File: config.mk
export PLATFORM = sky130hd
export DESIGN_NAME = rtc_countdown_timer
export DESIGN_NICKNAME = d
export VERILOG_FILES = /design/src/rtl/rtc_timer_pkg.sv /design/src/rtl/rtc_tick_gen.sv /design/src/rtl/rtc_down_counter.sv /design/src/rtl/rtc_timer_regs.sv /design/src/rtl/rtc_timer_irq.sv /design/src/rtl/rtc_countdown_timer.sv
export SDC_FILE = /design/constraint.sdc
export NUM_CORES = 1
export LEC_CHECK = 0
export CORE_ASPECT_RATIO = 2
export CORE_MARGIN = 3
export CORE_UTILIZATION = 28
export CTS_CLUSTER_SIZE = 12
export DETAILED_ROUTE_END_ITERATION = 7
export GPL_ROUTABILITY_DRIVEN = 0
export GPL_TIMING_DRIVEN = 0
export PLACE_DENSITY = 0.56
export SYNTH_ARGS = -nofsm -noshare
export SYNTH_HDL_FRONTEND = slang
export SYNTH_HIERARCHICAL = 1
export SYNTH_SLANG_ARGS = --single-unit
File: constraint.sdc
create_clock -name clk_i -period 3.1 [get_ports clk_i]
set_input_delay 0.62 -clock clk_i [delete_from_list [all_inputs] [get_ports clk_i]]
set_output_delay 0.62 -clock clk_i [all_outputs]
set_load 0.05 [all_outputs]
File: src/rtl/rtc_timer_pkg.sv
package rtc_timer_pkg;
  localparam int ADDR_W = 4;
  localparam int DATA_W = 8;

  localparam logic [ADDR_W-1:0] ADDR_CTRL2  = 4'h1;
  localparam logic [ADDR_W-1:0] ADDR_TCTRL  = 4'hE;
  localparam logic [ADDR_W-1:0] ADDR_TCOUNT = 4'hF;

  localparam int BIT_TIE   = 0;
  localparam int BIT_TF    = 2;
  localparam int BIT_PULSE = 4;
  localparam int BIT_TEN   = 7;

  typedef enum logic [1:0] {
    SRC_BASE = 2'd0,
    SRC_FAST = 2'd1,
    SRC_SLOW = 2'd2,
    SRC_MIN  = 2'd3
  } src_sel_e;
endpackage

File: src/rtl/rtc_tick_gen.sv
module rtc_tick_gen
  import rtc_timer_pkg::*;
#(
  parameter int DIV_FAST = 64,
  parameter int DIV_SLOW = 64,
  parameter int DIV_MIN  = 60
) (
  input  logic     clk_i,
  input  logic     rst_ni,
  input  logic     base_tick_i,
  input  src_sel_e sel_i,
  output logic     src_tick_o
);
  localparam int NSTAGE = 3;
  localparam int MAXD01 = (DIV_FAST > DIV_SLOW) ? DIV_FAST : DIV_SLOW;
  localparam int MAXD   = (MAXD01 > DIV_MIN) ? MAXD01 : DIV_MIN;
  localparam int CW     = (MAXD > 2) ? $clog2(MAXD) : 1;
  localparam int DIVS [NSTAGE] = '{DIV_FAST, DIV_SLOW, DIV_MIN};

  logic [NSTAGE:0] stage_tick;
  assign stage_tick[0] = base_tick_i;

  for (genvar g = 0; g < NSTAGE; g++) begin : g_stage
    logic [CW-1:0] pre_q;
    logic          wrap;
    assign wrap = (pre_q == CW'(DIVS[g] - 1));
    always_ff @(posedge clk_i or negedge rst_ni) begin
      if (!rst_ni)            pre_q <= '0;
      else if (stage_tick[g]) pre_q <= wrap ? '0 : pre_q + 1'b1;
    end
    assign stage_tick[g+1] = stage_tick[g] & wrap;
  end

  assign src_tick_o = stage_tick[sel_i];
endmodule

File: src/rtl/rtc_down_counter.sv
module rtc_down_counter #(
  parameter int CNT_W = 8
) (
  input  logic             clk_i,
  input  logic             rst_ni,
  input  logic             en_i,
  input  logic             tick_i,
  input  logic             load_i,
  input  logic [CNT_W-1:0] load_val_i,
  output logic [CNT_W-1:0] cnt_o,
  output logic [CNT_W-1:0] reload_o,
  output logic             expire_o
);
  logic [CNT_W-1:0] cnt_q, reload_q;
  logic             step;

  assign step     = en_i & tick_i;
  assign expire_o = step & (cnt_q == CNT_W'(1));

  always_ff @(posedge clk_i or negedge rst_ni) begin
    if (!rst_ni) begin
      cnt_q    <= '0;
      reload_q <= '0;
    end else if (load_i) begin
      cnt_q    <= load_val_i;
      reload_q <= load_val_i;
    end else if (expire_o) begin
      cnt_q <= reload_q;
    end else if (step && cnt_q > CNT_W'(1)) begin
      cnt_q <= cnt_q - 1'b1;
    end
  end

  assign cnt_o    = cnt_q;
  assign reload_o = reload_q;
endmodule

File: src/rtl/rtc_timer_regs.sv
module rtc_timer_regs
  import rtc_timer_pkg::*;
(
  input  logic              clk_i,
  input  logic              rst_ni,
  input  logic              we_i,
  input  logic [ADDR_W-1:0] addr_i,
  input  logic [DATA_W-1:0] wdata_i,
  input  logic              expire_i,
  input  logic [DATA_W-1:0] cnt_i,
  output logic              en_o,
  output src_sel_e          sel_o,
  output logic              tie_o,
  output logic              flag_o,
  output logic              pulse_mode_o,
  output logic              load_o,
  output logic [DATA_W-1:0] rdata_o
);
  logic wr_ctrl2, wr_tctrl;

  assign wr_ctrl2 = we_i && (addr_i == ADDR_CTRL2);
  assign wr_tctrl = we_i && (addr_i == ADDR_TCTRL);
  assign load_o   = we_i && (addr_i == ADDR_TCOUNT);

  always_ff @(posedge clk_i or negedge rst_ni) begin
    if (!rst_ni) begin
      en_o         <= 1'b0;
      sel_o        <= SRC_BASE;
      tie_o        <= 1'b0;
      pulse_mode_o <= 1'b0;
      flag_o       <= 1'b0;
    end else begin
      if (wr_tctrl) begin
        en_o  <= wdata_i[BIT_TEN];
        sel_o <= src_sel_e'(wdata_i[1:0]);
      end
      if (wr_ctrl2) begin
        tie_o        <= wdata_i[BIT_TIE];
        pulse_mode_o <= wdata_i[BIT_PULSE];
      end
      // expiry wins over a same-edge clear
      if (expire_i)                          flag_o <= 1'b1;
      else if (wr_ctrl2 && !wdata_i[BIT_TF]) flag_o <= 1'b0;
    end
  end

  always_comb begin
    rdata_o = '0;
    unique case (addr_i)
      ADDR_CTRL2: begin
        rdata_o[BIT_TIE]   = tie_o;
        rdata_o[BIT_TF]    = flag_o;
        rdata_o[BIT_PULSE] = pulse_mode_o;
      end
      ADDR_TCTRL: begin
        rdata_o[BIT_TEN] = en_o;
        rdata_o[1:0]     = sel_o;
      end
      ADDR_TCOUNT: rdata_o = cnt_i;
      default:     rdata_o = '0;
    endcase
  end
endmodule

File: src/rtl/rtc_timer_irq.sv
module rtc_timer_irq (
  input  logic clk_i,
  input  logic rst_ni,
  input  logic expire_i,
  input  logic src_tick_i,
  input  logic flag_i,
  input  logic tie_i,
  input  logic pulse_mode_i,
  output logic irq_no
);
  logic pulse_q;

  // held from an expiry until the next non-expiring source tick
  always_ff @(posedge clk_i or negedge rst_ni) begin
    if (!rst_ni)         pulse_q <= 1'b0;
    else if (expire_i)   pulse_q <= 1'b1;
    else if (src_tick_i) pulse_q <= 1'b0;
  end

  assign irq_no = pulse_mode_i ? ~(pulse_q & tie_i) : ~(flag_i & tie_i);
endmodule

File: src/rtl/rtc_countdown_timer.sv
module rtc_countdown_timer
  import rtc_timer_pkg::*;
#(
  parameter int DIV_FAST = 64,
  parameter int DIV_SLOW = 64,
  parameter int DIV_MIN  = 60
) (
  input  logic              clk_i,
  input  logic              rst_ni,
  input  logic              base_tick_i,
  input  logic              we_i,
  input  logic [ADDR_W-1:0] addr_i,
  input  logic [DATA_W-1:0] wdata_i,
  output logic [DATA_W-1:0] rdata_o,
  output logic              irq_no
);
  src_sel_e          sel_w;
  logic              src_tick_w, en_w, tie_w, flag_w, pulse_mode_w, load_w, expire_w;
  logic [DATA_W-1:0] cnt_w, reload_w;

  rtc_tick_gen #(
    .DIV_FAST(DIV_FAST), .DIV_SLOW(DIV_SLOW), .DIV_MIN(DIV_MIN)
  ) u_tick (
    .clk_i(clk_i), .rst_ni(rst_ni), .base_tick_i(base_tick_i),
    .sel_i(sel_w), .src_tick_o(src_tick_w)
  );

  rtc_down_counter #(.CNT_W(DATA_W)) u_cnt (
    .clk_i(clk_i), .rst_ni(rst_ni), .en_i(en_w), .tick_i(src_tick_w),
    .load_i(load_w), .load_val_i(wdata_i),
    .cnt_o(cnt_w), .reload_o(reload_w), .expire_o(expire_w)
  );

  rtc_timer_regs u_regs (
    .clk_i(clk_i), .rst_ni(rst_ni), .we_i(we_i), .addr_i(addr_i),
    .wdata_i(wdata_i), .expire_i(expire_w), .cnt_i(cnt_w),
    .en_o(en_w), .sel_o(sel_w), .tie_o(tie_w), .flag_o(flag_w),
    .pulse_mode_o(pulse_mode_w), .load_o(load_w), .rdata_o(rdata_o)
  );

  rtc_timer_irq u_irq (
    .clk_i(clk_i), .rst_ni(rst_ni), .expire_i(expire_w),
    .src_tick_i(src_tick_w), .flag_i(flag_w), .tie_i(tie_w),
    .pulse_mode_i(pulse_mode_w), .irq_no(irq_no)
  );
endmodule

Word level (Yosys, flattened, before mapping)
Index checks and enable logic that the tools add are counted.
W data, S select, Z words.
{"block": "op_classes", "addsub": 4, "n_mul": 0, "shifts": 0, "n_reduce_logical": 9, "bitwise_logic": 9, "muxes": 20, "magnitude_cmp": 2, "eq_ne": 7, "n_div": 0}
{"cell": "$mux W8", "n": 3}
{"cell": "$add A6 B1 Y6 const B", "n": 3}
{"cell": "$eq A6 B6 Y1 const B", "n": 3}
{"cell": "$mux W6", "n": 3}
{"cell": "$eq A4 B4 Y1 const B", "n": 2}
{"cell": "$eq A8 B1 Y1 const B", "n": 1}
{"cell": "$gt A8 B1 Y1 const B", "n": 1}
{"cell": "$pmux W1 S2", "n": 4}
{"cell": "$sub A8 B1 Y8 const B", "n": 1}
{"cell": "$and A1 B1 Y1", "n": 7}
{"cell": "$mux W1", "n": 7}
{"cell": "$logic_and A1 B1 Y1", "n": 5}
{"cell": "$eq A4 B1 Y1 const B", "n": 1}
{"cell": "$reduce_bool A2 Y1", "n": 2}
{"cell": "$lt A2 B3 Y1 const B", "n": 1}
{"cell": "$pmux W1 S3", "n": 1}
{"cell": "$reduce_bool A3 Y1", "n": 1}
{"cell": "$bmux W1 S2", "n": 1}
{"cell": "$mux W2", "n": 1}
{"cell": "$not A1 Y1", "n": 2}
{"cell": "$logic_not A1 Y1", "n": 1}
{"block": "word_totals", "mem_bits_rw": 0, "word_cells": 62, "latchBits": 0, "ff_bits": 41, "romBits": 0, "mem_count": 0}

Logic depth before layout (Yosys ltp)
Gate-level depths: netlist of the first run.
{"block": "depth", "word_depth": 11, "ltp_mapped": 12, "ltp_nobuf": 11}

Cells and area by module
Netlist of the first run, hierarchy kept.
{"module": "rtc_down_counter", "n_inst": 1, "cells_per_inst": 104, "area_each_um2": 938.4}
{"module": "rtc_tick_gen", "n_inst": 1, "cells_per_inst": 89, "area_each_um2": 923.4}
{"module": "rtc_timer_regs", "n_inst": 1, "cells_per_inst": 34, "area_each_um2": 376.6}
{"module": "rtc_timer_irq", "n_inst": 1, "cells_per_inst": 5, "area_each_um2": 51.3}

Least setup slack after synthesis of the first run
Ideal clock, no wire load.
{"block": "synth_path", "path_type": "register to register", "start": "register u_tick.g_stage[0].pre_q[0]", "end": "register u_cnt.cnt_q[0], in the netlist u_cnt/cnt_o[0]", "arrival_time_ns": 2.512, "period_less_slack_ns": 2.635, "stages_incl_launch_ff": 11, "setup_ns": 0.123, "required_time_ns": 2.977, "path_slack_ns": 0.465, "path_cell_list": "dfrtp_1 ha_1 and4_4 nand3_1 a221oi_1 and3_1 nand3_1 inv_2 mux2i_1 o211ai_2 o221a_1"}
{"block": "synth_via", "elab_chain_cells": 10, "word_cells_on_any_way": 12, "cone_classes": "1 x eq/ne; 4 x mux; 5 x bitwise; 2 x reduce/logical"}
{"element": "start: declaration", "line_no": "rtc_tick_gen.sv:24", "text": "logic [CW-1:0] pre_q;"}
{"element": "start signal: assignment", "line_no": "rtc_tick_gen.sv:29", "text": "else if (stage_tick[g]) pre_q <= wrap ? '0 : pre_q + 1'b1;"}
{"element": "$eq A6 B6 Y1 (*)", "line_no": "rtc_tick_gen.sv:26", "text": "assign wrap = (pre_q == CW'(DIVS[g] - 1));"}
{"element": "$and A1 B1 Y1 (*)", "line_no": "rtc_tick_gen.sv:31", "text": "assign stage_tick[g+1] = stage_tick[g] & wrap;"}
{"element": "$and A1 B1 Y1 (2 in series)", "line_no": "rtc_tick_gen.sv:31"}
{"element": "$bmux W1 S2 (*)", "line_no": "rtc_tick_gen.sv:34", "text": "assign src_tick_o = stage_tick[sel_i];"}
{"element": "$mux W1 (implied by the code) (*)", "line_no": "rtc_tick_gen.sv:34"}
{"element": "net src_tick_w", "line_no": "rtc_countdown_timer.sv:18", "text": "logic src_tick_w, en_w, tie_w, flag_w, pulse_mode_w, load_w, expire_w;"}
{"element": "$and A1 B1 Y1 (*)", "line_no": "rtc_down_counter.sv:17", "text": "assign step = en_i & tick_i;"}
{"element": "$and A1 B1 Y1 (*)", "line_no": "rtc_down_counter.sv:18", "text": "assign expire_o = step & (cnt_q == CNT_W'(1));"}
{"element": "net expire_w", "line_no": "rtc_countdown_timer.sv:18"}
{"element": "$mux W8", "line_no": "rtc_down_counter.sv:27", "text": "end else if (expire_o) begin"}
{"element": "$mux W8", "line_no": "rtc_down_counter.sv:24", "text": "end else if (load_i) begin"}
{"element": "end signal: assignment", "line_no": "rtc_down_counter.sv:25", "text": "cnt_q <= load_val_i;"}
{"element": "end signal: assignment", "line_no": "rtc_down_counter.sv:28", "text": "cnt_q <= reload_q;"}
{"element": "end signal: assignment", "line_no": "rtc_down_counter.sv:30", "text": "cnt_q <= cnt_q - 1'b1;"}
{"element": "end: declaration", "line_no": "rtc_down_counter.sv:14", "text": "logic [CNT_W-1:0] cnt_q, reload_q;"}
Mark *: on every way through the listed nets, which the timed path passes. The rest lies on a longest branch. The select of a mux whose other input is x is not followed.
A chain may end at the register's enable or synchronous reset.

Worst setup path in the final report of the first run
{"block": "layout_path", "start": "input addr_i[3]", "end": "output rdata_o[3]"}
{"block": "layout_via", "elab_chain_cells": 2}
{"element": "start: declaration", "line_no": "rtc_countdown_timer.sv:12", "text": "input logic [ADDR_W-1:0] addr_i,"}
{"element": "$eq A4 B4 Y1", "line_no": "rtc_timer_regs.sv:49", "text": "unique case (addr_i)"}
{"element": "$mux W1", "line_no": "rtc_timer_regs.sv:49"}
{"element": "end: declaration", "line_no": "rtc_countdown_timer.sv:14", "text": "output logic [DATA_W-1:0] rdata_o,"}
No other way between the ends.

==> metrics.md, run 1 <==
| Metric | Value |
|---|---|
| Number of antenna diodes | `0` |
| Unrepaired setup endpoints after global routing | `false` |
| Most used cell, CP | `sky130_fd_sc_hd__clkdlybuf4s50_1` |
| Fraction of layout cells with a size suffix above 1 | `0.1439` |
| Gate family responsible for the most delay along the worst path | `buffers and inverters` |
| Gate Count Post-Synth | `~230` |
| Max Cap Violations | `0` |
| Max Root-Sink Buffers | `2` |
| Mapped cell area | `approximately 2300 um^2` |
| PnR Total Power | `between 0.0015 and 0.002 W` |
| Number of levels the H-tree was split into | `2` |
| Cells traversed along the worst timing path | `clkdlybuf4s50_1, and3_2, and3_1, clkdlybuf4s50_1` |
| Crit. End Element | `output pin` |
| Insertion delay of the later-clocked pin in the worst-skew pair | `290 ps` |
| Width of the chip | `between 60 and 70 um` |
| Placement Rows | `between 40 and 50` |
| Clock tree from TritonCTS | `yes` |
| Final Hold Fails | `0` |
| Largest net degree at the start of global routing | `23` |
| Final core utilization | `0.3614` |
| Number of pins with negative max-slew slack in the final report | `0` |
| Switching power total | `0.0006641 W` |
| Critical path buffer and inverter count | `2` |
| Share of the clock period used by the worst path | `0.9667` |
| Yosys top cell by area | `sky130_fd_sc_hd__dfrtp_1` |
| Clock-pin transition on the worst setup and hold timing paths | `60 ps` |
| Async S/R FF share, synth | `1.000` |
| Avg Inst Size Synth | `between 9 and 10 um^2` |
| Net count after synthesis | `253` |
| Max rail drop VDD | `0.2627 mV` |
| WP depth | `4` |
| Top achievable clock speed | `0.3337 GHz` |
| Min Clock Period, post-route | `between 2000 and 3000 ps` |
| Number of cells traversed by the worst register-to-register path | `10` |
| Total Nets Final | `approximately 290` |
| Number of I/O port buffers | `24` |
| Number of warnings reported in the yosys synthesis log | `6` |
| Worst slew margin relative to its limit | `0.6090` |
| Half-perimeter wire length after detailed placement | `between 4 and 5 mm` |
| Met1 track utilization from global routing | `0.1305` |
| Final antenna-violating net count | `0` |
| Seq pwr share | `0.443` |
| Global route total overflow | `0` |
| Net switching fraction of the power | `0.3418` |
| Number of vias per cell after detailed routing | `5.317` |
| Met3 capacity usage during global routing | `0.02476` |
| Wire length after detailed routing | `around 5.8 mm` |
| Worst-margin pin slew | `between 500 and 600 ps` |
| Fraction of the yosys area taken by sequential cells | `0.4481` |
| Count of flip-flops with a built-in enable after synthesis | `0` |
| Capture instance of the worst register-to-register path | `u_cnt/cnt_o[0]$_DFFE_PN0P_` |
| Class of the most critical setup path | `input pin to output pin` |
| FF+latch count, synth | `41` |
| TritonCTS Buffers | `5` |
| Reg-to-reg critical path startpoint | `u_tick/g_stage[0].pre_q[0]$_DFFE_PN0P_` |
| Worst hold-check path type | `input pin to asynchronous set/reset pin` |
| Delay of the slowest cell on the worst path | `slightly below 800 ps` |
| Clock root cell | `sky130_fd_sc_hd__clkbuf_16` |
| Wire length of the first global-routing pass | `between 9 and 10 mm` |
| Floorplan core area | `between 7000 and 8000 um^2` |
| Pre-Repair DR Iteration Count | `4` |
| Part of the total power dissipated in combinational logic | `0.253` |
| Fraction of synthesized cell area taken by the top area cell type | `0.4481` |
| Maximum fanout count along the critical path | `6` |
| Dominant cells by area after synthesis | `sky130_fd_sc_hd__dfrtp_1 (45%), sky130_fd_sc_hd__nand2_1 (3.3%), sky130_fd_sc_hd__and3_1 (3.0%)` |
| Arr. time, crit path | `2380 ps` |
| Worst R2R Setup Slack | `about 180 ps` |
| IO Pins | `25` |
| Finish-stage setup viols | `0` |
| Initial Utilization | `0.2883` |
| Part of the power in the clock network | `0.304` |
| Number of fill cells in the layout | `about 830` |
| Internal power | `about 0.0013 W` |
| Total vias in the final route | `1,914` |
| Die ar. | `roughly 9400 um^2` |
| Result of the run | `finished clean` |
| Cell with the biggest individual delay on the critical path | `sky130_fd_sc_hd__clkdlybuf4s50_1` |
| CP Data Required Time | `2480 ps` |
| Area growth from synthesis to layout | `25.36%` |
| Library cells used by synthesis | `53` |
| GR Util met2 | `0.2418` |
| Antenna violations before repair | `0` |
| Average wire per standard cell | `16.14 um` |
| Via count of the first global-routing pass | `about 2k` |
| Areal power density over the cells | `around 680 nW/um^2` |
| Clock tree skew after final layout | `~6.5 ps` |
| Clock tree sinks | `41` |
| Most instantiated flip-flop cell in the synthesis netlist | `sky130_fd_sc_hd__dfrtp_1` |
| Overall routing resource usage | `0.1320` |
| Global routing's busiest layer | `met2` |
| Residual DRC count | `0` |
| Starting DRT DRC Count | `a little over 90` |
| Nature of the critical path startpoint | `input pin` |
| Die height | `between 100 and 150 um` |
| Lkg Pwr | `approximately 1.3 nW` |
-- per-layer routing --
layer	part of all wire	wire, um	up-vias
met1	0.36	2080	939
met5	0	0	-
met3	0.030	174	17
met4	0.048	276	0
met2	0.56	3279	44
li1	-	-	914
-- power by group through the flow --
stage	Sequential (W)	Combinational [W]	Clock (W)
after floorplan	0.000801	0.000367	0
after global placement	0.000861	0.000470	0
after detailed placement	0.000864	0.000484	0
after CTS	0.000858	0.000492	0.000601
after global routing	0.000889	0.000548	0.000620
final	0.000861	0.000491	0.000591
-- cell usage in the layout, fill, tap and decap left out, drive strengths merged, types with 2 or more instances in the layout --
cell,synthesis,routed
a21o,4,4
a21oi,4,4
a221oi,2,2
a22oi,2,2
a31oi,7,7
and2,2,2
and3,12,12
and4,2,2
buf,6,8
clkbuf,2,7
clkdlybuf4s50,0,18
dfrtp,41,41
dlygate4sd2,0,3
dlymetal6s2s,0,2
ha,5,5
inv,14,14
mux2,12,12
mux2i,6,6
nand2,21,21
nand3,11,11
nand4,6,6
nor2,17,17
nor2b,2,2
nor3,3,3
nor3b,3,3
o211ai,6,6
o21ai,17,17
o22ai,3,3
o31ai,2,2
xnor2,7,7
-- worst max path at each step --
stage / slack, ps / endpoint / startpoint
floorplan: 470 / u_cnt/cnt_o[0]$_DFFE_PN0P_ / u_tick/g_stage[0].pre_q[0]$_DFFE_PN0P_
global placement: -690 / u_cnt/cnt_o[0]$_DFFE_PN0P_ / base_tick_i
detailed placement: -700 / u_cnt/cnt_o[0]$_DFFE_PN0P_ / base_tick_i
CTS: 60 / rdata_o[1] / addr_i[0]
global route: 0.4 / rdata_o[6] / addr_i[3]
finish: 100 / rdata_o[3] / addr_i[3]
-- through the flow --
step | cells | TNS [ps] | hold slack, ps | worst slack [ps] | cell area (um^2)
global route | 360 | 0 | 369.1 | 0.4117 | 2870
CTS | 360 | 0 | 344.9 | 64.41 | 2856
floorplan | 232 | 0 | 324.4 | 465.0 | 2290
finish | 360 | 0 | 323.9 | 103.2 | 2870
detailed placement | 353 | -4974 | 470.6 | -701.8 | 2673
global placement | 352 | -4828 | 465.1 | -689.2 | 2650
-- final cells by class --
| cell class | count | area [um^2] | area share |
|---|---|---|---|
| flip-flops and latches | 41 | 1026 | 0.3575 |
| plain buffers | 8 | 51.30 | 0.01787 |
| well taps | 96 | 120.1 | 0.04185 |
| inverters | 14 | 52.55 | 0.01831 |
| repair buffers | 25 | 264.0 | 0.09198 |
| multi-input cells | 169 | 1196 | 0.4167 |
| clock inverters | 2 | 35.03 | 0.01221 |
| clock buffers | 5 | 125.1 | 0.04359 |
-- synth_stat cells, types with 6 or more instances --
master and n:
sky130_fd_sc_hd__a31oi_1 7, sky130_fd_sc_hd__mux2_1 6, sky130_fd_sc_hd__nor2_1 17, sky130_fd_sc_hd__o21ai_0 11, sky130_fd_sc_hd__and3_1 11, sky130_fd_sc_hd__nand4_1 6, sky130_fd_sc_hd__inv_1 13, sky130_fd_sc_hd__dfrtp_1 41
sky130_fd_sc_hd__mux2i_1 6, sky130_fd_sc_hd__nand3_1 9, sky130_fd_sc_hd__o21ai_1 6, sky130_fd_sc_hd__nand2_1 20, sky130_fd_sc_hd__xnor2_1 7
-- flip-flops by register name (all words and copies together) (netlist names) --
name / cells
u_irq/pulse_q: 1
u_cnt/reload_o: 8
u_regs/pulse_mode_o: 1
u_cnt/cnt_o: 8
u_regs/en_o: 1
u_regs/sel_o: 2
u_regs/flag_o: 1
u_tick/g_stage.pre_q: 18
u_regs/tie_o: 1
-- repair_timing --
item                       in CTS  in global routing
setup buffers                   0                  0
hold buffers                    0                  0
resized for setup               7                  5
setup endpoints to repair      12                  9
-- logic make-up (layout without fill, tap and decap cells) --
| family | after synthesis | in the layout | synth area share |
|---|---|---|---|
| DFF | 41 | 41 | 0.4481 |
| muxes | 18 | 18 | 0.08688 |
| buffers and inverters | 22 | 54 | 0.04536 |
| xor gates and xnor gates | 8 | 8 | 0.03060 |
| and+or+nand+nor | 84 | 84 | 0.2049 |
| AOI/OAI and AO/OA | 54 | 54 | 0.1568 |
| adders and majority gates | 5 | 5 | 0.02732 |
(Power assumes the default switching activity.)
==> run 2, diff against run 1 <==
--- a/config.mk
+++ b/config.mk
@@ -5,6 +5,7 @@
 export SDC_FILE = /design/constraint.sdc
 export NUM_CORES = 1
 export LEC_CHECK = 0
+export CAP_MARGIN = 20
 export CORE_ASPECT_RATIO = 2
 export CORE_MARGIN = 3
 export CORE_UTILIZATION = 28
@@ -12,6 +13,7 @@
 export DETAILED_ROUTE_END_ITERATION = 7
 export GPL_ROUTABILITY_DRIVEN = 0
 export GPL_TIMING_DRIVEN = 0
+export HOLD_SLACK_MARGIN = 0.02
 export PLACE_DENSITY = 0.56
 export SYNTH_ARGS = -nofsm -noshare
 export SYNTH_HDL_FRONTEND = slang
==> constraint.sdc (replaced) <==
create_clock -name clk_i -period 3.2 [get_ports clk_i]
set_input_delay 0.64 -clock clk_i [delete_from_list [all_inputs] [get_ports clk_i]]
set_output_delay 0.64 -clock clk_i [all_outputs]
set_load 0.05 [all_outputs]
==> run 2 against run 1 <==
Register-to-register slack hardly changed; first-iteration DRC count is 1.1% lower; global-route usage hardly changed; routed wire length hardly changed; hold slack better by 20 ps; largest cell class unchanged; combinational power is 3% lower; die area stayed put; highest routed layer unchanged; design area hardly changed; total power is 3.1% lower; clock skew hardly changed; largest power group unchanged; cell count stayed put.
==> metrics.md, run 2 (synthesis results as in run 1) <==
| Metric | Value |
|---|---|
| Largest net degree at the start of global routing | `23 (unchanged)` |
| Unrepaired setup endpoints after global routing | `false` |
| Most used cell, CP | `sky130_fd_sc_hd__clkdlybuf4s50_1` |
| Critical path buffer and inverter count | `3 (+1)` |
| Seq pwr share | `0.443 (about the same)` |
| Antenna violations before repair | `0 (unchanged)` |
| Cells traversed along the worst timing path | `clkdlybuf4s50_1, buf_2, mux2i_1, nor2_1, clkdlybuf4s50_1` |
| Final setup slack of the worst path | `130.7 ps (+27.45 ps)` |
| Min Clock Period, post-route | `between 3000 and 4000 ps` |
| Clock tree skew after final layout | `6.493 ps (-0.0004500 ps)` |
| Worst-margin pin slew | `590.4 ps (+3.840 ps)` |
| Switching power total | `0.0006434 W (-3.1%)` |
| Number of I/O port buffers | `24 (unchanged)` |
| Number of pins with negative max-slew slack in the final report | `0 (unchanged)` |
| Cell with the biggest individual delay on the critical path | `sky130_fd_sc_hd__clkdlybuf4s50_1` |
| Wire length after detailed routing | `5.806 mm (about the same)` |
| Number of vias per cell after detailed routing | `5.322 (+0.10%)` |
| Final antenna-violating net count | `0 (unchanged)` |
| Part of the power in the clock network | `0.304 (about the same)` |
| Class of the most critical setup path | `input pin to output pin` |
| Part of the total power dissipated in combinational logic | `0.253 (about the same)` |
| Crit. End Element | `output pin` |
| Die ar. | `9365 um^2 (unchanged)` |
| CP Data Required Time | `2560 ps (+80 ps)` |
| Pre-Repair DR Iteration Count | `4 (unchanged)` |
| Average wire per standard cell | `16.13 um (about the same)` |
| Internal power | `0.001240 W (-3.1%)` |
| Clock root cell | `sky130_fd_sc_hd__clkbuf_16` |
| Wire length of the first global-routing pass | `9.653 mm (-0.13%)` |
| Most frequent cells in the layout | `sky130_fd_sc_hd__dfrtp_1 (41), sky130_fd_sc_hd__clkdlybuf4s50_1 (20), sky130_fd_sc_hd__nand2_1 (20)` |
| Total Nets Final | `285 (unchanged)` |
| Total vias in the final route | `1,916 (+0.10%)` |
| Fraction of layout cells with a size suffix above 1 | `0.1364 (-0.007576)` |
| Lkg Pwr | `1.303 nW (-0.62%)` |
| Max FFs per register | `18 (unchanged)` |
| Delay of the slowest cell on the worst path | `810 ps (+20 ps)` |
| Worst slew margin relative to its limit | `0.6064 (-0.002560)` |
| Starting DRT DRC Count | `92 (-1.1%)` |
| Overall routing resource usage | `0.1318 (-0.0001547)` |
| Max Cap Violations | `0 (unchanged)` |
| Final Hold Fails | `0 (unchanged)` |
| Top register by number of flip-flops | `u_tick/g_stage.pre_q` |
| Width of the chip | `69.95 um (unchanged)` |
| Net switching fraction of the power | `0.3416 (about the same)` |
| Share of the clock period used by the worst path | `0.9592` |
| Dpl ws | `-621.8 ps (+80.00 ps)` |
| Gate family responsible for the most delay along the worst path | `buffers and inverters` |
| Top achievable clock speed | `approximately 0.33 GHz` |
| Finish-stage setup viols | `0 (unchanged)` |
| Sum Neg Setup Slack | `0 ps (unchanged)` |
| Clock tree from TritonCTS | `yes` |
| Nature of the critical path startpoint | `input pin` |
| TritonCTS Buffers | `5 (unchanged)` |
| Via count of the first global-routing pass | `1,996 (-0.15%)` |
| Area growth from synthesis to layout | `25.30% (about the same)` |
| Worst hold-check path type | `input pin to asynchronous set/reset pin` |
| Max rail drop VDD | `0.2545 mV (-3.1%)` |
| Placement Rows | `46 (unchanged)` |
| Die height | `133.9 um (unchanged)` |
| Number of antenna diodes | `0 (unchanged)` |
| Maximum fanout count along the critical path | `10 (+4)` |
| Clock tree sinks | `41 (unchanged)` |
| Residual DRC count | `0 (unchanged)` |
| Areal power density over the cells | `656.4 nW/um^2 (-3.0%)` |
| IO Pins | `25 (unchanged)` |
| Initial Utilization | `0.2883 (unchanged)` |
| Most common cell after layout, fill and taps aside | `sky130_fd_sc_hd__dfrtp_1` |
| Clock-pin transition on the worst setup and hold timing paths | `60 ps (about the same)` |
| Global route total overflow | `0 (unchanged)` |
| Number of levels the H-tree was split into | `2 (unchanged)` |
| Half-perimeter wire length after detailed placement | `4.365 mm (unchanged)` |
| Max Root-Sink Buffers | `2 (unchanged)` |
| Insertion delay of the later-clocked pin in the worst-skew pair | `290 ps (about the same)` |
| Arr. time, crit path | `2430 ps (+50 ps)` |
| Floorplan core area | `7943 um^2 (unchanged)` |
| Result of the run | `finished clean` |
==> run 2: changes by cell type in the layout (fill, tap and decap cells not counted) <==
cell,change
sky130_fd_sc_hd__and3_1,+1
sky130_fd_sc_hd__nor2_1,+1
sky130_fd_sc_hd__nor2_2,-1
sky130_fd_sc_hd__dlygate4sd2_1,-2
sky130_fd_sc_hd__and3_2,-1
sky130_fd_sc_hd__clkdlybuf4s50_1,+2
==> run 2: layout make-up <==
class | count | area (um^2)
Fill cell | 823 | 5074
Multi-Input combinational cell | 169 | 1192
Timing Repair Buffer | 25 | 266.5
Clock buffer | 5 | 125.1
Buffer | 8 | 51.30
Inverter | 14 | 52.55
Clock inverter | 2 | 35.03
Tap cell | 96 | 120.1
Sequential cell | 41 | 1026
==> run 2: stage by stage <==
stage,utilization,instance area [um^2],std cells,hold slack (ps),power [W]
after CTS,0.3593,2854,360,364.9,0.001892
after global placement,0.3336,2650,352,465.1,0.001290
after detailed placement,0.3365,2673,353,470.6,0.001305
after global routing,0.3612,2869,360,389.1,0.001993
after floorplan,-,2290,232,344.4,0.001132
final,0.3612,2869,360,343.8,0.001883
==> run 2: worst paths after layout <==
| kind | start | to | slack [ps] | depth (start not counted) |
|---|---|---|---|---|
| max | addr_i[0] | rdata_o[1] | 130 | 5 |
| max in group asynchronous | rst_ni | u_regs/sel_o[1]$_DFFE_PN0P_ | 2350 | 2 |
| min | rst_ni | u_cnt/reload_o[4]$_DFFE_PN0P_ | 340 | 1 |
| min reg2reg | u_cnt/reload_o[1]$_DFFE_PN0P_ | u_cnt/reload_o[1]$_DFFE_PN0P_ | 490 | 1 |
| min in group clk_i | u_cnt/reload_o[1]$_DFFE_PN0P_ | u_cnt/reload_o[1]$_DFFE_PN0P_ | 490 | 1 |
| max reg2reg | u_tick/g_stage[2].pre_q[0]$_DFFE_PN0P_ | u_cnt/cnt_o[0]$_DFFE_PN0P_ | 190 | 11 |
==> run 2: routing by layer <==
| layer | vias up | global-route usage | wire length (um) |
|---|---|---|---|
| met5 | - | 0 | 0 |
| met4 | 0 | 0.09062 | 276 |
| met3 | 17 | 0.02476 | 154 |
| met2 | 40 | 0.2413 | 3287 |
| met1 | 945 | 0.1305 | 2087 |
| li1 | 914 | - | - |
==> run 2: what timing repair did <==
item	4_1_cts	5_1_grt
hold buffers	0	0
cloned	0	0
setup endpoints to repair	10	10
resized for setup	4	4
buffers inserted	0	0
hold endpoints to repair	0	0
==> run 2: power by group through the flow <==
stage	clock, W	sequential, W	combinational, W
finish	0.000572	0.000834	0.000476
detailed placement	0	0.000837	0.000469
global placement	0	0.000834	0.000455
CTS	0.000582	0.000832	0.000478
global route	0.000601	0.000861	0.000532
floorplan	0	0.000776	0.000356
==> run 2: worst reg2reg max path: stages, from the launching register on <==
cell                       delay (ps)
sky130_fd_sc_hd__dfrtp_1          380
sky130_fd_sc_hd__ha_1             240
sky130_fd_sc_hd__nand4_1          110
sky130_fd_sc_hd__nor2_1           300
sky130_fd_sc_hd__mux2i_1          200
sky130_fd_sc_hd__a221oi_4         400
sky130_fd_sc_hd__and3_1           350
sky130_fd_sc_hd__nand3_2          250
sky130_fd_sc_hd__inv_2            200
sky130_fd_sc_hd__mux2i_1          230
sky130_fd_sc_hd__o211ai_2         110
sky130_fd_sc_hd__o221a_1          140
==> run 3, diff against run 2 <==
--- a/config.mk
+++ b/config.mk
@@ -6,7 +6,7 @@
 export NUM_CORES = 1
 export LEC_CHECK = 0
 export CAP_MARGIN = 20
-export CORE_ASPECT_RATIO = 2
+export CORE_ASPECT_RATIO = 0.7
 export CORE_MARGIN = 3
 export CORE_UTILIZATION = 28
 export CTS_CLUSTER_SIZE = 12
==> run 3 against run 2 <==
Sequential power fell by 1%; sequential share of layout area rose by 0.43 points; non-clock buffer count did not move; die area fell by 0.52%; hold slack got worse by 80 ps; count of clock-buffer cells in the layout rose by 1; first-iteration DRC count fell by 9.8%; via count fell by 3.8%; clock power fell by 15%; setup slack got worse by 25 ps; critical endpoint is now rdata_o[5].
==> metrics.md, run 3 (synthesis results as in run 1) <==
| Metric | Value |
|---|---|
| Result of the run | `finished clean` |
| Share of the clock period used by the worst path | `0.9671 (+0.007919)` |
| TritonCTS Buffers | `5 (unchanged)` |
| Area growth from synthesis to layout | `23.83%` |
| Via count of the first global-routing pass | `1,780 (-11%)` |
| Total vias in the final route | `1,843 (-3.8%)` |
| Clock tree skew after final layout | `7.238 ps (+0.7453 ps)` |
| Clock-pin transition on the worst setup and hold timing paths | `60 ps (about the same)` |
| Worst R2R Setup Slack | `260 ps (+70 ps)` |
| Areal power density over the cells | `627.7 nW/um^2 (-4.4%)` |
| Pre-Repair DR Iteration Count | `4 (unchanged)` |
| PnR Total Power | `0.001780 W (-5.5%)` |
| Half-perimeter wire length after detailed placement | `4.122 mm (-5.6%)` |
| Floorplan core area | `7612 um^2 (-4.2%)` |
| Largest net degree at the start of global routing | `28 (+22%)` |
| Final Hold Fails | `0 (unchanged)` |
| Die ar. | `9316 um^2 (-0.52%)` |
| Wire length of the first global-routing pass | `9.370 mm (-2.9%)` |
| Top achievable clock speed | `0.3231 GHz (-0.82%)` |
| Final core utilization | `0.3725 (+0.01124)` |
| Max Cap Violations | `0 (unchanged)` |
| Capturing element of the worst setup path | `rdata_o[5]` |
| Number of vias per cell after detailed routing | `5.077 (-4.6%)` |
| Clock tree from TritonCTS | `yes` |
| Most common cell after layout, fill and taps aside | `sky130_fd_sc_hd__dfrtp_1` |
| Placement Rows | `26 (-43%)` |
| Dpl ws | `-431.7 ps (+190.1 ps)` |
| Critical path launch point | `addr_i[3]` |
| Total Nets Final | `285 (unchanged)` |
| Wire length after detailed routing | `5.615 mm (-3.3%)` |
| Max Root-Sink Buffers | `2 (unchanged)` |
| Post-route cell area | `2835 um^2 (-1.2%)` |
| Antenna violations before repair | `0 (unchanged)` |
| Cell Count, Final, Fillers Out | `363 (+0.83%)` |
| Die height | `81.66 um (-39%)` |
| IO Pins | `25 (unchanged)` |
| Maximum fanout count along the critical path | `6 (-4)` |
| Reg-to-reg critical path startpoint | `u_tick/g_stage[2].pre_q[0]$_DFFE_PN0P_` |
| Width of the chip | `114.1 um (+63%)` |
| Number of levels the H-tree was split into | `2 (unchanged)` |
| WP depth | `4 (-1)` |
| Overall routing resource usage | `0.1286 (-0.003174)` |
| Min Clock Period, post-route | `3095 ps (+25.34 ps)` |
| Average wire per standard cell | `15.47 um (-4.1%)` |
| Capture instance of the worst register-to-register path | `u_cnt/cnt_o[6]$_DFFE_PN0P_` |
| Fraction of layout cells with a size suffix above 1 | `0.1321 (-0.004288)` |
| Gate family responsible for the most delay along the worst path | `buffers and inverters` |
| Initial Utilization | `0.3008 (+0.01251)` |
| Most used cell, CP | `sky130_fd_sc_hd__clkdlybuf4s50_1` |
| Number of I/O port buffers | `24 (unchanged)` |
| Cell with the biggest individual delay on the critical path | `sky130_fd_sc_hd__clkdlybuf4s50_1` |
| Top register by number of flip-flops | `u_tick/g_stage.pre_q` |
| Critical path buffer and inverter count | `2 (-1)` |
| Worst-margin pin slew | `569.7 ps (-20.73 ps)` |
| Global route total overflow | `0 (unchanged)` |
| Arr. time, crit path | `2450 ps (+20 ps)` |
| Area of placed instances | `2668 um^2 (-0.19%)` |
| Class of the most critical setup path | `input pin to output pin` |
| Final setup slack of the worst path | `105.4 ps (-25.34 ps)` |
| Most frequent cells in the layout | `sky130_fd_sc_hd__dfrtp_1 (41), sky130_fd_sc_hd__nand2_1 (20), sky130_fd_sc_hd__clkdlybuf4s50_1 (18)` |
| Insertion delay of the later-clocked pin in the worst-skew pair | `280 ps (about the same)` |
| Starting DRT DRC Count | `83 (-9.8%)` |
| Number of cells traversed by the worst register-to-register path | `12 (+1)` |
| Finish-stage setup viols | `0 (unchanged)` |
| Clock root cell | `sky130_fd_sc_hd__clkbuf_16` |
| Lkg Pwr | `1.300 nW (-0.28%)` |
| Buffers inserted during post-CTS setup optimization | `0 (unchanged)` |
| Nature of the critical path startpoint | `input pin` |
| Delay of the slowest cell on the worst path | `800 ps (about the same)` |
| Max FFs per register | `18 (unchanged)` |
| Final antenna-violating net count | `0 (unchanged)` |
| Unrepaired setup endpoints after global routing | `false` |
| Residual DRC count | `0 (unchanged)` |
| Max rail drop VDD | `0.2489 mV (-2.2%)` |
| Number of pins with negative max-slew slack in the final report | `0 (unchanged)` |
| Number of antenna diodes | `0 (unchanged)` |
| Worst slew margin relative to its limit | `0.6202 (+0.01382)` |
| Placed cell count | `355 (+0.57%)` |
| Clock tree sinks | `41 (unchanged)` |
| CP Data Required Time | `2560 ps (about the same)` |
| Cells traversed along the worst timing path | `clkdlybuf4s50_1, and3_2, and3_1, clkdlybuf4s50_1` |
| Crit. End Element | `output pin` |
| Worst hold-check path type | `input pin to asynchronous set/reset pin` |
[run 3: changes by cell type in the layout (fill, tap and decap cells not counted)]
cell	previous run	this run
sky130_fd_sc_hd__clkdlybuf4s50_1	20	18
sky130_fd_sc_hd__nor3_2	2	1
sky130_fd_sc_hd__buf_16	1	0
sky130_fd_sc_hd__bufinv_16	1	0
sky130_fd_sc_hd__dlygate4sd2_1	1	3
sky130_fd_sc_hd__buf_12	0	1
sky130_fd_sc_hd__nor3_1	1	2
sky130_fd_sc_hd__clkinv_2	1	2
sky130_fd_sc_hd__clkbuf_1	2	3
[run 3: area by class of cell]
type	count	area, um^2
Buffer	8	51.30
Clock buffer	6	128.9
Clock inverter	2	10.01
Fill cell	782	4777
Inverter	14	52.55
Multi-Input combinational cell	169	1187
Sequential cell	41	1026
Tap cell	98	122.6
Timing Repair Buffer	25	256.5
[run 3: metal layers]
metal	vias to the layer above	track usage	part of all wire
li1	912	-	-
met1	892	0.1937	0.52
met2	35	0.1852	0.43
met3	4	0.02651	0.039
met4	0	0.03559	0.011
met5	-	0	0
[run 3: power breakdown]
group | switching [W] | internal (W) | total, W
Combinational | 0.000234 | 0.000232 | 0.000466
Clock | 0.000202 | 0.000287 | 0.000488
Sequential | 0.000182 | 0.000643 | 0.000825
Total | 0.000618 | 0.00116 | 0.00178
[run 3: worst min path at each step]
stage                                            from                                      to  slack (ps)  cells after the start
2_1_floorplan                                  rst_ni              u_cnt/cnt_o[0]$_DFFE_PN0P_         340                      0
3_3_place_gp   u_tick/g_stage[1].pre_q[3]$_DFFE_PN0N_  u_tick/g_stage[1].pre_q[3]$_DFFE_PN0N_         470                      1
3_5_place_dp                u_irq/pulse_q$_DFFE_PN0P_               u_irq/pulse_q$_DFFE_PN0P_         470                      1
4_1_cts                                        rst_ni  u_tick/g_stage[1].pre_q[5]$_DFFE_PN0N_         280                      1
5_1_grt                                        rst_ni  u_tick/g_stage[1].pre_q[5]$_DFFE_PN0N_         290                      1
6_report                                       rst_ni  u_tick/g_stage[1].pre_q[5]$_DFFE_PN0N_         260                      1
[run 3: stage by stage]
| stage | setup TNS (ps) | hold slack (ps) |
|---|---|---|
| 2_1_floorplan | 0 | 344.4 |
| 3_3_place_gp | -2879 | 466.1 |
| 3_5_place_dp | -2450 | 473.8 |
| 4_1_cts | 0 | 278.1 |
| 5_1_grt | 0 | 291.6 |
| 6_report | 0 | 264.3 |
[run 3: repair_timing]
item | CTS | global route
hold buffers | 0 | 0
endpoints found under the setup margin | 5 | 10
resized for setup | 4 | 5
cloned | 0 | 0
pin swaps | 0 | 0
